## src/rtl/hcs_pkg.sv

```systemverilog
package hcs_pkg;

    localparam int EVT_W  = 11;
    localparam int WIN_W  = 3;
    localparam int WORD_W = 16;
    localparam int OP_LSB = 11;

    localparam logic [4:0] OP_TOTAL_RST = 5'd0;
    localparam logic [4:0] OP_SEL_WIN   = 5'd1;
    localparam logic [4:0] OP_RX_OFF    = 5'd3;
    localparam logic [4:0] OP_RX_ON     = 5'd4;
    localparam logic [4:0] OP_RX_RST    = 5'd5;
    localparam logic [4:0] OP_RX_DROP   = 5'd8;
    localparam logic [4:0] OP_TX_ON     = 5'd9;
    localparam logic [4:0] OP_TX_OFF    = 5'd10;
    localparam logic [4:0] OP_TX_RST    = 5'd11;
    localparam logic [4:0] OP_ACK       = 5'd13;
    localparam logic [4:0] OP_SET_IEN   = 5'd14;
    localparam logic [4:0] OP_SET_SEN   = 5'd15;

    typedef struct packed {
        logic             total_rst;
        logic             sel_win;
        logic             rx_off;
        logic             rx_on;
        logic             rx_rst;
        logic             rx_drop;
        logic             tx_on;
        logic             tx_off;
        logic             tx_rst;
        logic             ack;
        logic             set_ien;
        logic             set_sen;
        logic [EVT_W-1:0] arg;
    } cmd_t;

endpackage

```

## src/rtl/hcs_cmd_decode.sv

```systemverilog
module hcs_cmd_decode
    import hcs_pkg::*;
#(
    parameter int          ADDR_W     = 4,
    parameter int unsigned CMD_OFFSET = 14
) (
    input  logic              bus_wr,
    input  logic [ADDR_W-1:0] bus_addr,
    input  logic [WORD_W-1:0] bus_wdata,
    output cmd_t              cmd
);

    logic       hit;
    logic [4:0] op;

    assign hit = bus_wr && (bus_addr == ADDR_W'(CMD_OFFSET));
    assign op  = bus_wdata[WORD_W-1:OP_LSB];

    always_comb begin
        cmd           = '0;
        cmd.arg       = bus_wdata[EVT_W-1:0];
        if (hit) begin
            cmd.total_rst = (op == OP_TOTAL_RST);
            cmd.sel_win   = (op == OP_SEL_WIN);
            cmd.rx_off    = (op == OP_RX_OFF);
            cmd.rx_on     = (op == OP_RX_ON);
            cmd.rx_rst    = (op == OP_RX_RST);
            cmd.rx_drop   = (op == OP_RX_DROP);
            cmd.tx_on     = (op == OP_TX_ON);
            cmd.tx_off    = (op == OP_TX_OFF);
            cmd.tx_rst    = (op == OP_TX_RST);
            cmd.ack       = (op == OP_ACK);
            cmd.set_ien   = (op == OP_SET_IEN);
            cmd.set_sen   = (op == OP_SET_SEN);
        end
    end

endmodule

```

## src/rtl/hcs_event_latch.sv

```systemverilog
module hcs_event_latch #(
    parameter int N = 11
) (
    input  logic         clk,
    input  logic         rst_n,
    input  logic         clr_all,
    input  logic [N-1:0] ack_mask,
    input  logic [N-1:0] evt,
    output logic [N-1:0] pending
);

    logic [N-1:0] pend_d, pend_q;

    for (genvar k = 0; k < N; k++) begin : g_bit
        // a new event overrides any clear in the same cycle
        always_comb begin
            if (evt[k])
                pend_d[k] = 1'b1;
            else if (clr_all || ack_mask[k])
                pend_d[k] = 1'b0;
            else
                pend_d[k] = pend_q[k];
        end
    end

    always_ff @(posedge clk or negedge rst_n) begin
        if (!rst_n) pend_q <= '0;
        else        pend_q <= pend_d;
    end

    assign pending = pend_q;

endmodule

```

## src/rtl/hcs_busy_timer.sv

```systemverilog
module hcs_busy_timer #(
    parameter int BUSY_CYCLES = 16
) (
    input  logic clk,
    input  logic rst_n,
    input  logic start,
    output logic busy
);

    localparam int CNT_W = $clog2(BUSY_CYCLES + 1);

    logic [CNT_W-1:0] cnt_d, cnt_q;

    always_comb begin
        cnt_d = cnt_q;
        if (start)
            cnt_d = CNT_W'(BUSY_CYCLES);
        else if (cnt_q != '0)
            cnt_d = cnt_q - 1'b1;
    end

    always_ff @(posedge clk or negedge rst_n) begin
        if (!rst_n) cnt_q <= '0;
        else        cnt_q <= cnt_d;
    end

    assign busy = (cnt_q != '0);

endmodule

```

## src/rtl/hctl_cmd_status.sv

```systemverilog
module hctl_cmd_status
    import hcs_pkg::*;
#(
    parameter int          ADDR_W      = 4,
    parameter int unsigned CMD_OFFSET  = 14,
    parameter int          BUSY_CYCLES = 16
) (
    input  logic              clk,
    input  logic              rst_n,
    input  logic [ADDR_W-1:0] bus_addr,
    input  logic              bus_wr,
    input  logic [15:0]       bus_wdata,
    output logic [15:0]       bus_rdata,
    input  logic [10:0]       evt_i,
    input  logic              dma_busy_i,
    output logic              irq_o,
    output logic              cmd_busy_o,
    output logic [2:0]        win_o,
    output logic              rx_en_o,
    output logic              tx_en_o,
    output logic              rx_rst_o,
    output logic              tx_rst_o,
    output logic              total_rst_o,
    output logic              rx_drop_o
);

    typedef struct packed {
        logic [WIN_W-1:0] win;
        logic [EVT_W-1:0] sen;
        logic [EVT_W-1:0] ien;
        logic             rx_en;
        logic             tx_en;
        logic             rx_rst;
        logic             tx_rst;
        logic             total_rst;
        logic             rx_drop;
    } ctl_t;

    cmd_t             cmd;
    ctl_t             ctl_d, ctl_q;
    logic [EVT_W-1:0] pending;
    logic [EVT_W-1:0] visible;
    logic             busy;
    logic             busy_start;
    logic [EVT_W-1:0] ack_mask;

    hcs_cmd_decode #(
        .ADDR_W     (ADDR_W),
        .CMD_OFFSET (CMD_OFFSET)
    ) u_dec (
        .bus_wr    (bus_wr),
        .bus_addr  (bus_addr),
        .bus_wdata (bus_wdata),
        .cmd       (cmd)
    );

    assign ack_mask   = cmd.ack ? cmd.arg : '0;
    assign busy_start = cmd.total_rst | cmd.rx_rst | cmd.tx_rst;

    hcs_event_latch #(.N(EVT_W)) u_evt (
        .clk      (clk),
        .rst_n    (rst_n),
        .clr_all  (cmd.total_rst),
        .ack_mask (ack_mask),
        .evt      (evt_i),
        .pending  (pending)
    );

    hcs_busy_timer #(.BUSY_CYCLES(BUSY_CYCLES)) u_busy (
        .clk   (clk),
        .rst_n (rst_n),
        .start (busy_start),
        .busy  (busy)
    );

    always_comb begin
        ctl_d           = ctl_q;
        ctl_d.rx_rst    = cmd.rx_rst;
        ctl_d.tx_rst    = cmd.tx_rst;
        ctl_d.total_rst = cmd.total_rst;
        ctl_d.rx_drop   = cmd.rx_drop;
        if (cmd.total_rst) begin
            ctl_d.win   = '0;
            ctl_d.sen   = '0;
            ctl_d.ien   = '0;
            ctl_d.rx_en = 1'b0;
            ctl_d.tx_en = 1'b0;
        end
        if (cmd.sel_win) ctl_d.win   = cmd.arg[WIN_W-1:0];
        if (cmd.set_sen) ctl_d.sen   = cmd.arg;
        if (cmd.set_ien) ctl_d.ien   = cmd.arg;
        if (cmd.rx_on)   ctl_d.rx_en = 1'b1;
        if (cmd.rx_off || cmd.rx_rst) ctl_d.rx_en = 1'b0;
        if (cmd.tx_on)   ctl_d.tx_en = 1'b1;
        if (cmd.tx_off || cmd.tx_rst) ctl_d.tx_en = 1'b0;
    end

    always_ff @(posedge clk or negedge rst_n) begin
        if (!rst_n) ctl_q <= '0;
        else        ctl_q <= ctl_d;
    end

    assign visible = pending & ctl_q.sen;

    always_comb begin
        bus_rdata = '0;
        if (bus_addr == ADDR_W'(CMD_OFFSET))
            bus_rdata = {ctl_q.win, busy, dma_busy_i, visible};
    end

    assign irq_o       = |(visible & ctl_q.ien);
    assign cmd_busy_o  = busy;
    assign win_o       = ctl_q.win;
    assign rx_en_o     = ctl_q.rx_en;
    assign tx_en_o     = ctl_q.tx_en;
    assign rx_rst_o    = ctl_q.rx_rst;
    assign tx_rst_o    = ctl_q.tx_rst;
    assign total_rst_o = ctl_q.total_rst;
    assign rx_drop_o   = ctl_q.rx_drop;

endmodule

```

## config.mk

```make
export PLATFORM = sky130hd
export DESIGN_NAME = hctl_cmd_status
export DESIGN_NICKNAME = d
export VERILOG_FILES = /design/src/rtl/hcs_pkg.sv /design/src/rtl/hcs_cmd_decode.sv /design/src/rtl/hcs_event_latch.sv /design/src/rtl/hcs_busy_timer.sv /design/src/rtl/hctl_cmd_status.sv
export SDC_FILE = /design/constraint.sdc
export NUM_CORES = 1
export LEC_CHECK = 0
export ABC_AREA = 1
export BUFFER_PORTS_ARGS = -buffer_cell sky130_fd_sc_hd__buf_2
export CAP_MARGIN = 15
export CORE_ASPECT_RATIO = 0.5
export CORE_UTILIZATION = 42
export CTS_BUF_LIST = sky130_fd_sc_hd__clkbuf_8
export DETAILED_ROUTE_END_ITERATION = 6
export PLACE_DENSITY_LB_ADDON = 0.08
export SETUP_SLACK_MARGIN = 0.15
export SLEW_MARGIN = 10
export SYNTH_ARGS = -nofsm -noshare
export SYNTH_HDL_FRONTEND = slang
export SYNTH_HIERARCHICAL = 1
export SYNTH_SLANG_ARGS = --single-unit
export TNS_END_PERCENT = 20
```

## constraint.sdc

```tcl
create_clock -name clk -period 2 [get_ports clk]
set_input_delay 0.1 -clock clk [delete_from_list [all_inputs] [get_ports clk]]
set_output_delay 0.1 -clock clk [all_outputs]
set_load 0.03 [all_outputs]
```

==> metrics.md, run 1 <==
| Metric | Value |
|---|---|
| Status | `finished, violations left` |
| Violations in the final reports | `design-rule violations` |
| Final Net Count | `roughly 430` |
| Post-synth top area share | `between 40% and 50%` |
| Clk slew on worst S/H paths | `80 ps` |
| Clock Tree Root | `clkbuf_8` |
| Global-route wire length before repair | `just over 9000 um` |
| Pins Over Slew Limit | `0` |
| CTS max path bufs | `2` |
| Syn. warnings | `6` |
| Vias in the first global route | `approximately 2000` |
| Hold WC Path Type | `in2reg` |
| Buffer count from post-CTS setup fixing | `0` |
| Fillcell total | `between 500 and 600` |
| Gr ovfl total | `0` |
| Post-Route WL | `~5400 um` |
| Layout cells sized above 1 | `26.77%` |
| Post-Syn Nets | `370` |
| CTS tree | `built` |
| H-tree lvl count | `2` |
| Starting Density | `45.13%` |
| Final Cycle Share | `approximately four fifths` |
| Post-synth EDFFs | `0` |
| Routed WL per cell | `11.46 um` |
| Setup TNS | `0 ps` |
| Detailed placement HPWL | `between 3000 and 4000 um` |
| Avg Cell Area, Syn | `about 7.6 um^2` |
| Number of synthesized register bits | `47` |
| Ys flop type | `dfrtp_1` |
| Register area share after synthesis | `a little under half` |
| Synth Cell Area | `roughly 0.0026 mm^2` |
| DRC viols | `3` |
| Critical Path Source Type | `register` |
| Total Power | `between 2 and 2.5 mW` |
| PD cells | `683.7 mW/mm^2` |
| Slew @ Worst Pin | `a little under 700 ps` |
| Placement Setup Slack | `447.1 ps` |
| Port buffer count | `61` |
| FF/Latch Area | `0.001176 mm^2` |
| RSZ-0062 raised after global routing | `false` |
| Max cap viols | `0` |
| Rows | `19` |
| Highest achievable clock rate | `0.6204 GHz` |
| Core area | `0.005658 mm^2` |
| Post-CTS sizing | `0` |
| Synth cell count leaders | `nand2_1 (63), inv_1 (55), nand3_1 (49)` |
| CP Max Fanout | `7` |
| Gr usage total | `a little under a fifth` |
| Count leader, synth | `nand2_1` |
| Clk_skew | `about 0.75 ps` |
| Die Width | `roughly 110 um` |
| Ys async rst share | `100.0%` |
| Required @ worst endpoint | `approximately 1900 ps` |
| First-pass detailed-route iteration total | `6` |
| Yosys cell types | `22` |
| Multi-input gate area in the final layout | `about 980 um^2` |
| Cells after synthesis | `334` |
| Synth top area cells | `dfrtp_1 (46%), nand3_1 (9.6%), nand2_1 (9.3%)` |
| Leakage | `approximately 1.7 nW` |
| Setup CP Type | `reg2out` |
| DRT antenna net count | `0` |
| Die Span Y | `57.14 um` |
| Slew HR | `~54%` |
| Final worst path period need | `approximately 1600 ps` |
| Maximum VDD drop | `0.2829 mV` |
| Skew-Pair Late Insertion Delay | `~280 ps` |
| Crit end category | `primary output` |
| Worst Path Arrival | `1510 ps` |
| N_diodes | `0` |
| Routed vias/inst | `between 4 and 5` |
| GP Congestion | `approximately 0.84` |
| Vias | `approximately 2200` |
| Pin count of the biggest net entering global routing | `31` |
| Antenna violations before repair | `0` |
| IO Pins | `62` |
| Area of the die | `roughly 0.0064 mm^2` |
| Area Growth Syn to Fin | `18.52%` |
| # clock sinks | `47` |
| Fin worst setup slack | `approximately 390 ps` |
| Inserted Clock Buffers | `5` |
| Hold Vio Cnt, Final | `0` |
| Area leader, netlist | `dfrtp_1` |
| Drt first-iter violations | `106` |
| # setup viols final | `0` |
## report_power, final
part           switching, mW  total (mW)  internal, mW
Sequential            0.0486        1.07          1.02
Clock                  0.295       0.605         0.311
Combinational          0.243       0.398         0.156
## per-stage QoR
| stage | util (%) | hold slack, ps | std cells | area [um^2] |
|---|---|---|---|---|
| after CTS | 53.49 | 6.283 | 469 | 3027 |
| final | 53.49 | 14.52 | 469 | 3027 |
| after global placement | 49.78 | 163.6 | 450 | 2816 |
| after global routing | 53.49 | 17.80 | 469 | 3027 |
| after floorplan | - | -195.6 | 334 | 2554 |
| after detailed placement | 49.78 | 181.8 | 450 | 2816 |
## worst paths after layout
| kind | start | end | slack [ps] | depth (start not counted) |
|---|---|---|---|---|
| worst min register to register | u_busy/cnt_q[4]$_DFFE_PN0P_ | u_busy/cnt_q[4]$_DFFE_PN0P_ | 480 | 2 |
| worst max-delay path | u_busy/cnt_q[0]$_DFFE_PN0P_ | bus_rdata[12] | 390 | 6 |
| worst min-delay path | evt_i[0] | u_evt/pending[0]$_DFFE_PN0P_ | 10 | 3 |
| max in group asynchronous | rst_n | ctl_q[8]$_DFFE_PN0P_ | 970 | 3 |
| worst max register to register | u_busy/cnt_q[0]$_DFFE_PN0P_ | u_busy/cnt_q[0]$_DFFE_PN0P_ | 800 | 6 |
| min in group asynchronous | rst_n | rx_drop_o$_DFF_PN0_ | 400 | 2 |
## layout make-up
type	count	area share, %
Clock inverter	1	0.1240
Sequential cell	47	38.86
Clock buffer	7	3.183
Inverter	59	7.317
Multi-Input combinational cell	204	32.29
Timing Repair Buffer	78	15.21
Tap cell	73	3.018
## worst max-delay path, stage by stage (launching register included)
cell     delay (ps)
dfrtp_1         390
inv_1           110
ha_1            230
nand3_2         180
inv_1           100
nor2_2           40
buf_2           180
## cells by family (layout without fill, tap and decap cells)
| group | Yosys count | after routing | synth area share [%] |
|---|---|---|---|
| and+or+nand+nor | 175 | 175 | 31.99 |
| DFF | 47 | 47 | 46.06 |
| adders and majority gates | 1 | 1 | 0.4899 |
| buffers and inverters | 83 | 145 | 15.68 |
| AOI/OAI and AO/OA | 27 | 27 | 5.439 |
| xor gates and xnor gates | 1 | 1 | 0.3430 |
## placed cells by master, fill, tap and decap left out
cell type / n
xor2_1: 1
nor3_1: 2
o21ai_1: 6
inv_1: 56
nor2_1: 32
inv_2: 3
clkbuf_8: 7
buf_2: 61
nand3_1: 49
nor2_2: 25
ha_1: 1
nand2_1: 63
buf_4: 6
dlygate4sd3_1: 11
nand2_2: 1
dfrtp_1: 47
nor2_4: 1
clkinv_1: 1
nand4_4: 1
o22ai_1: 3
a21oi_1: 2
o21ai_0: 16
nand3_2: 1
## state kept, by name, summed over array words and instances (netlist names)
register       flops
ctl_q             22
rx_drop_o          1
rx_en_o            1
rx_rst_o           1
total_rst_o        1
tx_en_o            1
tx_rst_o           1
u_busy/cnt_q       5
u_evt/pending     11
win_o              3
## metal layers
metal | GRT usage, % | routed length [um] | vias up
met5 | 0 | 0 | -
met1 | 26.10 | 2802 | 982
met4 | 3.429 | 21 | 0
met2 | 28.66 | 2343 | 45
li1 | - | - | 1133
met3 | 3.932 | 209 | 2
## timing repair
| item | in CTS | in global routing |
|---|---|---|
| hold endpoints to repair | 38 | 0 |
| hold buffers | 11 | 0 |
| setup endpoints to repair | 0 | 0 |
Note: power is estimated with default switching activity, not from simulation.
==> run 2, diff against run 1 <==
Settings changed: ABC_AREA 1 to 0.
Clock period 2 ns to 1.7 ns, I/O delays scaled along.
==> run 2 against run 1 <==
Against the previous run:
- the flow finishes with violations (negative setup slack)
- global-route usage increased by 2.0 points
- critical path type unchanged
- utilization up 4.3 points
- critical endpoint unchanged
- first-iteration DRC count shrank 59%
- highest routed layer unchanged
==> metrics.md, run 2 <==
| Metric | Value |
|---|---|
| Worst Path Buf+Inv | `2` |
| Crit path depth | `5` |
| Placement Setup Slack | `approximately 33 ps` |
| Largest family of logic cells by synthesized area | `simple AND/OR/NAND/NOR gates` |
| Critical Path Source Type | `register` |
| Max reg flops | `22` |
| Yosys cell types | `36` |
| Crit-path cells | `inv_2 -> ha_4 -> or4b_4 -> and2_4 -> buf_6` |
| Combinational share of power | `between 20 and 25%` |
| Post-synth top area share | `50.00%` |
| Hold Vio Cnt, Final | `0` |
| Hold path cells | `2` |
| Routed WL per cell | `between 10 and 15 um` |
| Most common cell after layout, fill and taps aside | `buf_2` |
| Status | `finished, violations left` |
| First-pass detailed-route iteration total | `6` |
| Syn. warnings | `6` |
| Detailed placement HPWL | `roughly 3800 um` |
| Rows | `18` |
| Synth top area cells | `dfrtp_1 (50%), buf_4 (4.5%), a22o_1 (4.5%)` |
| Die Width | `107.8 um` |
| Setup TNS | `-38.89 ps` |
| Mux contribution to synthesized area | `0%` |
| Most frequent cells in the layout | `buf_2 (59), dfrtp_1 (47), nand2_1 (18), nor2_1 (16)` |
| H-tree lvl count | `2` |
| Synth Cell Area | `~0.0024 mm^2` |
| Gr usage total | `20.14%` |
| Hold WC Path Type | `in2reg` |
| DRT antenna net count | `0` |
| Cells after synthesis | `237` |
| Area of the die | `roughly 0.006 mm^2` |
| # clock sinks | `between 40 and 50` |
| GP Congestion | `roughly 0.79` |
| CTS max path bufs | `2` |
| Clk_skew | `0.9278 ps` |
| RSZ-0062 raised after global routing | `true` |
| R2R depth | `5` |
| CP Max Fanout | `4` |
| Leakage | `approximately 1.4 nW` |
| Final Cycle Share | `102.3%` |
| Violations in the final reports | `negative setup slack` |
| Skew-Pair Late Insertion Delay | `between 200 and 300 ps` |
| Delay-heaviest family, CP | `simple AND/OR/NAND/NOR gates` |
| Crit-path slowest cell | `or4b_4` |
| Ys flop type | `dfrtp_1` |
| Largest stage delay on the critical path | `~480 ps` |
| Gr ovfl total | `0` |
| Post-Syn Nets | `between 200 and 300` |
| Fin worst setup slack | `-38.89 ps` |
| Avg Cell Area, Syn | `slightly below 10 um^2` |
| Highest achievable clock rate | `between 0.5 and 0.6 GHz` |
| Design Area, Final | `roughly 0.0030 mm^2` |
| Max cap viols | `0` |
| Pins Over Slew Limit | `0` |
| Slew @ Worst Pin | `approximately 840 ps` |
| Simple-Gate Fraction of Synth Area | `between 20% and 30%` |
| IO Pins | `between 60 and 70` |
| Register area share after synthesis | `50.00%` |
| P_sw | `roughly 0.67 mW` |
| Core area | `0.005157 mm^2` |
| # setup viols final | `1` |
| Die Span Y | `approximately 55 um` |
| Largest Register | `ctl_q` |
| Worst Path Arrival | `1650 ps` |
| XOR/XNOR share of the synthesized area | `less than 1%` |
| Clk slew on worst S/H paths | `80 ps` |
| Pin count of the biggest net entering global routing | `26` |
| Ys async rst share | `100.0%` |
| Slew HR | `a little over two fifths` |
| FF/Latch Area | `0.001176 mm^2` |
| Count leader, synth | `dfrtp_1` |
| Inserted Clock Buffers | `5` |
| Area leader, netlist | `dfrtp_1` |
| CTS tree | `built` |
| Total Power | `between 2 and 2.5 mW` |
| Fillcell total | `between 400 and 500` |
| P_int | `approximately 1.8 mW` |
| Final Net Count | `344` |
| Number of synthesized register bits | `47` |
| Adder-cell share of the synthesized area | `less than 1%` |
| Sw Share | `a little over a quarter` |
| Antenna violations before repair | `0` |
| Vias in the first global route | `1797` |
| Starting Density | `between 40% and 50%` |
| PD cells | `a little over 800 mW/mm^2` |
| N_diodes | `0` |
| Sequential Power Share | `50.3%` |
| Required @ worst endpoint | `1620 ps` |
| Layout cells sized above 1 | `about a third` |
| Crit end category | `primary output` |
| Area Growth Syn to Fin | `26.65%` |
| Port buffer count | `between 60 and 70` |
| Clock Tree Root | `clkbuf_8` |
| Routed vias/inst | `roughly 5.1` |
| Post-synth EDFFs | `0` |
| Multi-input gate area in the final layout | `about 0.0010 mm^2` |
| Maximum VDD drop | `~0.45 mV` |
| Synth cell count leaders | `dfrtp_1 (47), nand2_1 (18), nor2_1 (17)` |
| Clk pwr share | `27.3%` |
| Drt first-iter violations | `43` |
| Global-route wire length before repair | `8804 um` |
| Setup CP Type | `reg2out` |
| Vias | `approximately 1900` |
| Post-Route WL | `around 5400 um` |
| Final worst path period need | `1739 ps` |
| Placed Instance Area | `0.002708 mm^2` |
| DRC viols | `0` |
| Post-synthesis compound-gate area fraction | `around an eighth` |
run 2: logic make-up after synthesis:
group                      count (synthesis)
AOI/OAI and AO/OA                         43
xor gates and xnor gates                   1
buffers and inverters                     29
adders and majority gates                  1
and+or+nand+nor                          116
DFF                                       47
run 2: timing repair:
item | CTS | global route
resized for setup | 4 | 6
pin swaps | 1 | 3
endpoints found under the setup margin | 2 | 5
endpoints found under the hold margin | 35 | 0
setup buffers | 3 | 0
hold buffers | 13 | 0
run 2: worst register-to-register path, stage by stage, from the launching register on:
cell	delay [ps]
dfrtp_1	400
inv_2	80
ha_4	130
or4b_4	480
buf_4	180
a211oi_2	210
run 2: path summary, 6_finish.rpt:
kind	from	end	slack, ps
max	u_busy/cnt_q[0]$_DFFE_PN0P_	bus_rdata[12]	-40
min	bus_wdata[11]	rx_drop_o$_DFF_PN0_	10
max reg2reg	u_busy/cnt_q[0]$_DFFE_PN0P_	u_busy/cnt_q[1]$_DFFE_PN0P_	160
min reg2reg	u_evt/pending[5]$_DFFE_PN0P_	u_evt/pending[5]$_DFFE_PN0P_	510
max in group asynchronous	rst_n	ctl_q[23]$_DFFE_PN0P_	840
min in group asynchronous	rst_n	rx_drop_o$_DFF_PN0_	330
run 2: stage by stage:
| step | hold WS, ps | utilization, % | std cells |
|---|---|---|---|
| after global placement | 127.8 | 52.50 | 355 |
| after global routing | 27.76 | 57.76 | 378 |
| after CTS | 6.017 | 57.47 | 378 |
| after floorplan | -210.6 | - | 237 |
| after detailed placement | 125.7 | 52.50 | 355 |
| final | 12.08 | 57.76 | 378 |
run 2: cell type report:
type,instances,share of cell area (%)
multi-input combinational,161,34.73
timing repair buffer,88,19.28
sequential,47,39.48
clock buffer,6,2.772
clock inverter,1,0.1680
tap,70,2.940
inverter,5,0.6300
run 2: per-layer routing:
metal / up-vias / global-route usage [%] / share of wire, %
met5: - / 0 / 0
li1: 952 / - / -
met4: 0 / 3.653 / 0.35
met2: 51 / 33.97 / 45
met1: 923 / 27.60 / 49
met3: 3 / 4.333 / 4.9
run 2: power groups by stage:
stage | combinational, mW | sequential (mW) | clock, mW
finish | 0.555 | 1.25 | 0.674
global route | 0.610 | 1.26 | 0.746
CTS | 0.519 | 1.24 | 0.701
detailed placement | 0.416 | 1.27 | 0
global placement | 0.393 | 1.27 | 0
floorplan | 0.300 | 1.26 | 0
==> run 3, diff against run 2 <==
Settings changed: CELL_PAD_IN_SITES_DETAIL_PLACEMENT from default to 1, CELL_PAD_IN_SITES_GLOBAL_PLACEMENT from default to 1, CORE_UTILIZATION 42 to 41.
==> run 3 against run 2 <==
Against the previous run:
- the flow still finishes with violations (negative setup slack)
- cell area rose by 0.34%
- maximum frequency decreased by 2.5%
- die area rose by 2.4%
- register-to-register slack got worse by 60 ps
- hold slack improved by 8.4 ps
- first-iteration DRC count grew 28%
- wire length up 16%
- via count rose by 4.4%
- largest power group unchanged
==> metrics.md, run 3 (synthesis gave the netlist of run 2 again) <==
| Metric | Value |
|---|---|
| Status | `finished, violations left` |
| Violations in the final reports | `negative setup slack` |
| Setup CP Type | `reg2out` |
| DRC viols | `0` |
| Maximum VDD drop | `a little over 0.7 mV` |
| Combinational share of power | `around a fifth` |
| Post-Route WL | `~6300 um` |
| Port buffer count | `61` |
| # setup viols final | `1` |
| Clk_skew | `roughly 6.3 ps` |
| R2R depth | `5` |
| Highest achievable clock rate | `0.5609 GHz` |
| Pins Over Slew Limit | `0` |
| Vias in the first global route | `2102` |
| Gr ovfl total | `0` |
| P_sw | `roughly 0.7 mW` |
| Clock Tree Root | `clkbuf_8` |
| IO Pins | `62` |
| Top Usage Layer GRT | `met2` |
| Routing usage on met3 | `under 10%` |
| Hold path startpoint | `bus_wdata[9]` |
| Fin worst setup slack | `-82.78 ps` |
| CTS tree | `built` |
| Area Growth Syn to Fin | `27.07%` |
| N_diodes | `0` |
| Routed vias/inst | `between 5 and 6` |
| Max cap viols | `0` |
| Vias | `between 2000 and 2500` |
| RSZ-0062 raised after global routing | `true` |
| Hold WC Path Type | `in2reg` |
| Largest Register | `ctl_q` |
| Layout cells sized above 1 | `between 30% and 40%` |
| Max reg flops | `22` |
| Die Span Y | `between 50 and 60 um` |
| Placement Setup Slack | `slightly below 50 ps` |
| Worst Path Arrival | `about 1700 ps` |
| P_int | `1.877 mW` |
| Drt first-iter violations | `55` |
| M1 GR Usage | `31.43%` |
| Core area | `0.005515 mm^2` |
| Slew HR | `46.65%` |
| Gr usage total | `roughly a quarter` |
| Antenna violations before repair | `0` |
| Clk slew on worst S/H paths | `approximately 90 ps` |
| Starting Density | `a little over two fifths` |
| Detailed placement HPWL | `between 4000 and 5000 um` |
| Pin count of the biggest net entering global routing | `24` |
| Most common cell after layout, fill and taps aside | `buf_2` |
| DRT antenna net count | `0` |
| Area of the die | `approximately 0.006 mm^2` |
| Met2 Usage GRT | `38.01%` |
| Clk pwr share | `between 30% and 40%` |
| Setup TNS | `-82.78 ps` |
| Die Width | `109.1 um` |
| R2R Path End | `u_busy/cnt_q[1]$_DFFE_PN0P_` |
| Final Cycle Share | `104.9%` |
| Sw Share | `a little over a quarter` |
| Total Power | `around 2.6 mW` |
| Required @ worst endpoint | `1620 ps` |
| Hold path cells | `3` |
| First-pass detailed-route iteration total | `4` |
| Worst flop-to-flop path startpoint | `u_busy/cnt_q[1]$_DFFE_PN0P_` |
| Leakage | `approximately 1.4 nW` |
| GP Congestion | `0.7504` |
| Final worst path period need | `between 1500 and 2000 ps` |
| Hold Vio Cnt, Final | `0` |
| # clock sinks | `between 40 and 50` |
| Rows | `19` |
| Hold Path Sink | `ctl_q[26]$_DFFE_PN0P_` |
| CP Max Fanout | `3` |
| Routed WL per cell | `roughly 16 um` |
| Global-route wire length before repair | `about 11000 um` |
| Sequential Power Share | `48.5%` |
| Slew @ Worst Pin | `approximately 800 ps` |
| FF-to-FF setup slack | `around 100 ps` |
| CTS max path bufs | `2` |
| PD cells | `859.5 mW/mm^2` |
| Inserted Clock Buffers | `5` |
| H-tree lvl count | `2` |
| Crit end category | `primary output` |
| Most frequent cells in the layout | `buf_2 (59), dfrtp_1 (47), nand2_1 (18), buf_4 (18), nor2_1 (16)` |
| Critical Path Source Type | `register` |
| Skew-Pair Late Insertion Delay | `300 ps` |
| Final Net Count | `between 300 and 400` |
[run 3: what timing repair did]
| item | 4_1_cts | 5_1_grt |
|---|---|---|
| endpoints found under the setup margin | 2 | 6 |
| endpoints found under the hold margin | 33 | 0 |
| gates resized for setup | 4 | 3 |
| hold buffers | 13 | 0 |
| pin swaps | 1 | 6 |
| cloned | 0 | 0 |
| buffers inserted | 3 | 0 |
[run 3: layout make-up]
class / instances / area (um^2)
Clock buffer: 5 / 68.82
Timing Repair Buffer: 92 / 583.1
Sequential cell: 47 / 1176
Clock inverter: 2 / 33.78
Fill cell: 637 / 2526
Multi-Input combinational cell: 161 / 1017
Inverter: 5 / 18.77
Tap cell: 73 / 91.34
[run 3: layer usage]
layer / up-vias / routed length (um)
li1: 958 / -
met3: 7 / 240
met5: - / 0
met4: 0 / 54
met1: 1004 / 3045
met2: 44 / 2938
[run 3: worst max-delay path, stage by stage (launching register included)]
cell and delay, ps:
dfrtp_1 390, inv_1 70, ha_2 170, or4b_4 480
and2_4 160, buf_6 130
[run 3: how the worst max path moves through the flow]
stage / startpoint / cells after the start / to / slack (ps)
2_1_floorplan: u_busy/cnt_q[0]$_DFFE_PN0P_ / 6 / u_busy/cnt_q[0]$_DFFE_PN0P_ / 160
3_3_place_gp: bus_wdata[12] / 6 / u_evt/pending[8]$_DFFE_PN0P_ / 110
3_5_place_dp: bus_addr[0] / 5 / ctl_q[6]$_DFFE_PN0P_ / 50
4_1_cts: u_busy/cnt_q[1]$_DFFE_PN0P_ / 5 / bus_rdata[12] / -90
5_1_grt: u_busy/cnt_q[1]$_DFFE_PN0P_ / 5 / bus_rdata[12] / -150
6_report: u_busy/cnt_q[1]$_DFFE_PN0P_ / 5 / bus_rdata[12] / -80
[run 3: metrics by stage]
stage	utilization, %	cells	hold slack [ps]	area (um^2)
finish	54.20	385	20.48	2989
CTS	54.08	385	12.46	2983
floorplan	-	237	-210.6	2365
global placement	49.25	362	81.11	2716
detailed placement	49.25	362	93.81	2716
global route	54.20	385	30.90	2989
[run 3: power groups by stage]
stage	combinational, mW	sequential (mW)	clock (mW)
floorplan	0.300	1.26	0
global placement	0.397	1.27	0
detailed placement	0.426	1.28	0
CTS	0.520	1.25	0.823
global route	0.574	1.26	0.878
finish	0.517	1.25	0.805
